$ cat src/rtl/iload_pkg.sv
package iload_pkg;
  typedef enum logic [1:0] {
    ST_LOAD  = 2'd0,
    ST_CHECK = 2'd1,
    ST_RUN   = 2'd2,
    ST_FAIL  = 2'd3
  } iload_state_e;
endpackage

$ cat src/rtl/iload_pc.sv
// Program counter with incrementer; the carry-out flags the wrap to zero.
module iload_pc #(
  parameter int AW = 8
) (
  input  logic          clk,
  input  logic          rst_n,
  input  logic          inc,
  input  logic          load,
  input  logic [AW-1:0] load_val,
  output logic [AW-1:0] pc,
  output logic          wrap
);
  logic [AW:0] inc_res;

  assign inc_res = {1'b0, pc} + {{AW{1'b0}}, 1'b1};
  assign wrap    = inc & inc_res[AW];

  always_ff @(posedge clk) begin
    if (!rst_n)    pc <= '0;
    else if (load) pc <= load_val;
    else if (inc)  pc <= inc_res[AW-1:0];
  end
endmodule

$ cat src/rtl/iload_csum.sv
// Running 16-bit additive checksum over the words of one upload pass.
module iload_csum #(
  parameter int DW = 16
) (
  input  logic          clk,
  input  logic          rst_n,
  input  logic          clr,
  input  logic          add,
  input  logic [DW-1:0] word,
  output logic [DW-1:0] sum
);
  always_ff @(posedge clk) begin
    if (!rst_n || clr) sum <= '0;
    else if (add)      sum <= sum + word;
  end
endmodule

$ cat src/rtl/iload_fsm.sv
// Mode sequencer: image load, checksum compare, run, sticky failure.
module iload_fsm
  import iload_pkg::*;
(
  input  logic clk,
  input  logic rst_n,
  input  logic xfer,
  input  logic wrap,
  input  logic match,
  input  logic ovl_go,
  output logic ready,
  output logic we,
  output logic run,
  output logic fail,
  output logic ovl_take
);
  iload_state_e state, state_nxt;

  assign ready    = (state == ST_LOAD) || (state == ST_CHECK);
  assign we       = xfer && (state == ST_LOAD);
  assign run      = (state == ST_RUN);
  assign fail     = (state == ST_FAIL);
  assign ovl_take = run && ovl_go;

  always_comb begin
    state_nxt = state;
    unique case (state)
      ST_LOAD:  if (xfer && wrap) state_nxt = ST_CHECK;
      ST_CHECK: if (xfer)         state_nxt = match ? ST_RUN : ST_FAIL;
      ST_RUN:   if (ovl_go)       state_nxt = ST_LOAD;
      ST_FAIL:                    state_nxt = ST_FAIL;
      default:                    state_nxt = ST_LOAD;
    endcase
  end

  always_ff @(posedge clk) begin
    if (!rst_n) state <= ST_LOAD;
    else        state <= state_nxt;
  end
endmodule

$ cat src/rtl/imem_upload_ctrl.sv
module imem_upload_ctrl #(
  parameter int          AW  = 8,
  parameter int          DW  = 16,
  parameter int          ONW = 8,
  parameter logic [15:0] NOP = 16'h0000
) (
  input  logic           clk,
  input  logic           rst_n,
  input  logic           up_valid,
  output logic           up_ready,
  input  logic [DW-1:0]  up_data,
  output logic           imem_we,
  output logic [AW-1:0]  imem_addr,
  output logic [DW-1:0]  imem_wdata,
  input  logic [DW-1:0]  imem_rdata,
  output logic [DW-1:0]  pipe_insn,
  input  logic           wb_en_in,
  output logic           wb_en_out,
  input  logic           step,
  input  logic           ovl_go,
  input  logic [AW-1:0]  ovl_pc,
  input  logic           ovl_num_we,
  input  logic [ONW-1:0] ovl_num_d,
  output logic [ONW-1:0] ovl_num,
  output logic           mode_run,
  output logic           csum_err
);
  localparam logic [DW-1:0] NOP_W = DW'(NOP);

  logic          xfer, wr, run, fail, ovl_take, wrap, match, pc_inc;
  logic [AW-1:0] pc;
  logic [DW-1:0] sum;

  assign xfer   = up_valid && up_ready;
  assign match  = (up_data == sum);
  assign pc_inc = wr || (run && step && !ovl_go);

  iload_fsm u_fsm (
    .clk      (clk),
    .rst_n    (rst_n),
    .xfer     (xfer),
    .wrap     (wrap),
    .match    (match),
    .ovl_go   (ovl_go),
    .ready    (up_ready),
    .we       (wr),
    .run      (run),
    .fail     (fail),
    .ovl_take (ovl_take)
  );

  iload_pc #(.AW(AW)) u_pc (
    .clk      (clk),
    .rst_n    (rst_n),
    .inc      (pc_inc),
    .load     (ovl_take),
    .load_val (ovl_pc),
    .pc       (pc),
    .wrap     (wrap)
  );

  iload_csum #(.DW(DW)) u_csum (
    .clk   (clk),
    .rst_n (rst_n),
    .clr   (ovl_take),
    .add   (wr),
    .word  (up_data),
    .sum   (sum)
  );

  always_ff @(posedge clk) begin
    if (!rst_n)          ovl_num <= '0;
    else if (ovl_num_we) ovl_num <= ovl_num_d;
  end

  assign imem_we    = wr;
  assign imem_addr  = pc;
  assign imem_wdata = up_data;
  assign pipe_insn  = run ? imem_rdata : NOP_W;
  assign wb_en_out  = run && wb_en_in;
  assign mode_run   = run;
  assign csum_err   = fail;
endmodule

$ cat config.mk
export PLATFORM = sky130hd
export DESIGN_NAME = imem_upload_ctrl
export DESIGN_NICKNAME = d
export VERILOG_FILES = /design/src/rtl/iload_pkg.sv /design/src/rtl/iload_pc.sv /design/src/rtl/iload_csum.sv /design/src/rtl/iload_fsm.sv /design/src/rtl/imem_upload_ctrl.sv
export SDC_FILE = /design/constraint.sdc
export NUM_CORES = 1
export LEC_CHECK = 0
export ABC_AREA = 1
export BUFFER_PORTS_ARGS = -buffer_cell sky130_fd_sc_hd__buf_2
export CAP_MARGIN = 20
export CORE_ASPECT_RATIO = 0.75
export CORE_MARGIN = 2
export CORE_UTILIZATION = 51
export CTS_BUF_LIST = sky130_fd_sc_hd__clkbuf_4 sky130_fd_sc_hd__clkbuf_8
export DETAILED_ROUTE_END_ITERATION = 12
export GPL_TIMING_DRIVEN = 0
export PLACE_DENSITY = 0.83
export SLEW_MARGIN = 20
export SYNTH_ARGS = -nofsm -noshare
export SYNTH_HDL_FRONTEND = slang
export SYNTH_SLANG_ARGS = --single-unit
$ cat constraint.sdc
create_clock -name clk -period 1.8 [get_ports clk]
set_input_delay 0.18 -clock clk [delete_from_list [all_inputs] [get_ports clk]]
set_output_delay 0.18 -clock clk [all_outputs]
set_load 0.03 [all_outputs]
==> reports/summary.txt <==
placeable core region: 5266 µm²
distinct cell type count after synthesis: 36
via count of the first global-routing pass: 2599
Vias/cell: 4.736
required time of the worst setup path: 2000 ps
diodes inserted: 0
Syn. warnings: 0
length of routed wiring on met1: 3299 µm
remaining routing DRC violations: 0
Worst path max stage delay: 350 ps
maximum clock frequency: 581.1 MHz
CP max-delay cell: sky130_fd_sc_hd__fa_2
Total Die Area: 6020 µm²
Finished Layout Cells: 644
effective utilization at floorplan: 0.5239
leakage power total: 2.213 nW
global-route wire length before repair: 11070 µm
combined buffer and inverter count along the critical path: 1
endpoint type of the worst setup path: flip-flop
source of the worst register-to-register timing path: u_csum.sum[0]$_SDFFE_PP0P_
Clock Tree Root: sky130_fd_sc_hd__clkbuf_8
fill cell instance count of the final layout: 480
final period utilization: 0.9560
series of cell instances along the critical path: ha_2 -> fa_2 -> nand2_1 -> nand2_1 -> nand3b_1 -> nand2_2 -> nand2_2 -> nand2_1 -> nand2_1 -> nand3_1 -> nand2_1 -> inv_1
time the worst path needs with I/O delays and setup: 1721 ps
RSZ-0062 raised after global routing: true
die width: 88.93 µm
uppermost layer routed: met4
total global routing track utilization: 0.2342
total power: 2.609 mW
Worst Hold Class: input pin to flip-flop
cell family with most CP delay: simple AND/OR/NAND/NOR gates
status: complete, no violations
fin area: 3572 µm²
CP Launch Type: flip-flop
routed wl met3: 506 µm
synthesized netlist net count: 526
total placed cells including tap cells: 636
die height: 67.70 µm
number of max-cap violations: 0
total overflow reported by the global router: 0
HPWL after detailed placement: 5565 µm
largest net degree at the start of global routing: 20
TritonRoute pass-1 iters: 4
max_slew headroom: 0.8093
gate count after technology mapping: 454
power per cell area: 730.4 nW/µm²
synthesized cell area: 2759 µm²
crit-path max FO: 3
number of setup violations in the final report: 0
mean post-synth cell area: 6.077 µm²
measured slew at the worst slew-check pin: 283.5 ps
total met2 wirelength after detailed routing: 3278 µm
Total Wirelength: 7134 µm
Post-Route Utilization: 0.6783
clk_lat worst skew: 300 ps
count of nets after finishing: 640
maximum ir drop on the vdd rail: 551.8 µV
number of primary I/O pins: 108
number of antenna violations at the first check in global routing: 0
number of hold violations in the final report: 0
total placed instance area: 3388 µm²
clock tree from TritonCTS: built
Area growth syn-to-layout: 29.48%
via count: 3050
source of the critical timing path: u_csum.sum[0]$_SDFFE_PP0P_
hold wc startpoint: ovl_num_d[2]
share of layout cells above drive strength 1: 0.2865
worst-case clock buffer depth: 2
number of port buffers: 107
number of rows created at floorplan: 23
Sink Count: 34
most frequent cell on the critical path: sky130_fd_sc_hd__nand2_1
number of max-slew violations in the final report: 0
DR iter-0 viols: 116
Critical Path AT: 1920 ps
routability congestion estimate: 0.9374
CTS H-tree depth: 2
Reg clk slew, reported paths: 80 ps
antenna violation net count after detailed routing: 0
Setup TNS: 0 ps
post-detailed-route wirelength per cell: 11.08 µm
proportion of synthesized chip area in sequential cells: 0.2467
critical path class: flip-flop to flip-flop
number of buffers created by CTS: 5
flip-flop and latch count after synthesis: 34
final clock skew: 5.404 ps
per-layer routing:
| metal | up-vias | track usage |
|---|---|---|
| met5 | - | 0 |
| li1 | 1613 | - |
| met1 | 1335 | 0.3169 |
| met3 | 4 | 0.04156 |
| met2 | 98 | 0.3815 |
| met4 | 0 | 0.07090 |
final cells by class:
type                       instances  area, µm²  area share
clock inverter                     3      68.82     0.01926
clock buffer                       5      68.82     0.01926
tap                               75      93.84     0.02627
multi-input combinational        310       1600      0.4480
inverter                          85      319.1     0.08932
buffer                            24      193.9     0.05429
timing repair buffer             108      545.5      0.1527
sequential                        34      681.9      0.1909
worst reg2reg max path, stage by stage, from the launching register on:
cell,delay (ps)
sky130_fd_sc_hd__dfxtp_1,330
sky130_fd_sc_hd__ha_2,180
sky130_fd_sc_hd__fa_2,350
sky130_fd_sc_hd__nand2_1,80
sky130_fd_sc_hd__nand2_1,70
sky130_fd_sc_hd__nand3b_1,130
sky130_fd_sc_hd__nand2_2,110
sky130_fd_sc_hd__nand2_2,90
sky130_fd_sc_hd__nand2_1,60
sky130_fd_sc_hd__nand2_1,60
sky130_fd_sc_hd__nand3_1,60
sky130_fd_sc_hd__nand2_1,60
sky130_fd_sc_hd__inv_1,40
placed cells by master, fill, tap and decap left out, drive strengths merged:
cell    synthesis  layout
or2             3       3
nand3          31      31
clkbuf          2       6
nor3            3       3
bufinv          0       2
nor4            2       2
nand2         122     122
o21bai          1       1
xor2            3       3
a31oi           4       4
ha             16      16
and2            1       1
fa              1       1
buf            23     131
nor2           76      76
nand3b          5       5
dfxtp          34      34
xnor2           3       3
inv            85      85
o211ai          4       4
o21ai          17      17
a211oi          1       1
nand4           3       3
a21oi          14      14
clkinv          0       1
path summary, 6_finish.rpt:
path                                      end  slack (ps)  cells past startpoint
hold / removal        ovl_num[2]$_SDFFE_PN0P_         100                      3
hold reg to reg    u_csum.sum[0]$_SDFFE_PP0P_         480                      2
setup reg to reg  u_csum.sum[14]$_SDFFE_PP0P_          80                     12
setup / recovery  u_csum.sum[14]$_SDFFE_PP0P_          80                     12
power breakdown:
part           switching (mW)  internal (mW)
combinational           0.538          0.337
clock                   0.318          0.555
sequential             0.0432          0.818
total                   0.899           1.71
state kept, by name (all words and copies together) (netlist names):
signal / cells
u_csum.sum: 16
ovl_num: 8
u_pc.pc: 8
u_fsm.state: 2
synth_stat cells:
cell | count | area share
sky130_fd_sc_hd__o21ai_1 | 3 | 0.0054
sky130_fd_sc_hd__a31oi_1 | 4 | 0.0091
sky130_fd_sc_hd__xor2_1 | 3 | 0.0095
sky130_fd_sc_hd__clkbuf_1 | 1 | 0.0014
sky130_fd_sc_hd__nand2_1 | 118 | 0.16
sky130_fd_sc_hd__buf_8 | 1 | 0.0054
sky130_fd_sc_hd__ha_1 | 16 | 0.073
sky130_fd_sc_hd__a211oi_2 | 1 | 0.0045
sky130_fd_sc_hd__nor2_8 | 1 | 0.0073
sky130_fd_sc_hd__nor2_1 | 74 | 0.10
sky130_fd_sc_hd__and2_1 | 1 | 0.0023
sky130_fd_sc_hd__inv_1 | 83 | 0.11
sky130_fd_sc_hd__nor4_1 | 2 | 0.0045
sky130_fd_sc_hd__nand3_1 | 30 | 0.054
sky130_fd_sc_hd__nand4_1 | 3 | 0.0068
sky130_fd_sc_hd__buf_4 | 19 | 0.052
sky130_fd_sc_hd__or2_0 | 1 | 0.0023
sky130_fd_sc_hd__or2_2 | 2 | 0.0045
sky130_fd_sc_hd__nor2_4 | 1 | 0.0041
sky130_fd_sc_hd__o211ai_1 | 4 | 0.011
sky130_fd_sc_hd__inv_2 | 2 | 0.0027
sky130_fd_sc_hd__dfxtp_1 | 34 | 0.25
sky130_fd_sc_hd__nand2_4 | 1 | 0.0041
sky130_fd_sc_hd__clkbuf_2 | 1 | 0.0018
sky130_fd_sc_hd__buf_2 | 1 | 0.0018
sky130_fd_sc_hd__nor3_1 | 3 | 0.0054
sky130_fd_sc_hd__o21bai_1 | 1 | 0.0027
sky130_fd_sc_hd__nand2_2 | 3 | 0.0068
sky130_fd_sc_hd__o21ai_0 | 13 | 0.024
sky130_fd_sc_hd__xnor2_1 | 3 | 0.0095
sky130_fd_sc_hd__nand3b_1 | 5 | 0.014
sky130_fd_sc_hd__a21oi_1 | 14 | 0.025
sky130_fd_sc_hd__nand3_4 | 1 | 0.0064
sky130_fd_sc_hd__fa_1 | 1 | 0.0073
sky130_fd_sc_hd__o21ai_2 | 1 | 0.0032
sky130_fd_sc_hd__buf_6 | 2 | 0.0082
kinds of logic (layout without fill, tap and decap cells):
family,count (synthesis),after routing,synth area share
adder cells (fa/ha/maj),17,17,0.07982
buffers and inverters,110,225,0.1859
flip-flops,34,34,0.2467
AO/OA/AOI/OAI,41,41,0.08481
AND/OR/NAND/NOR,246,246,0.3837
XOR/XNOR,6,6,0.01905
what timing repair did:
item                                    CTS  global route
hold buffers                              0             0
buffers inserted                          0             1
gates resized for setup                   5             9
endpoints found under the setup margin    5             7
pin swaps                                 0             1
per-stage QoR:
stage	setup WS [ps]	hold slack, ps
4_1_cts	38.50	99.67
6_report	79.26	103.5
5_1_grt	-38.88	105.3
3_5_place_dp	-5.838	407.3
2_1_floorplan	179.4	291.0
3_3_place_gp	38.00	400.7
No activity file was read; power rests on OpenSTA's default activity.
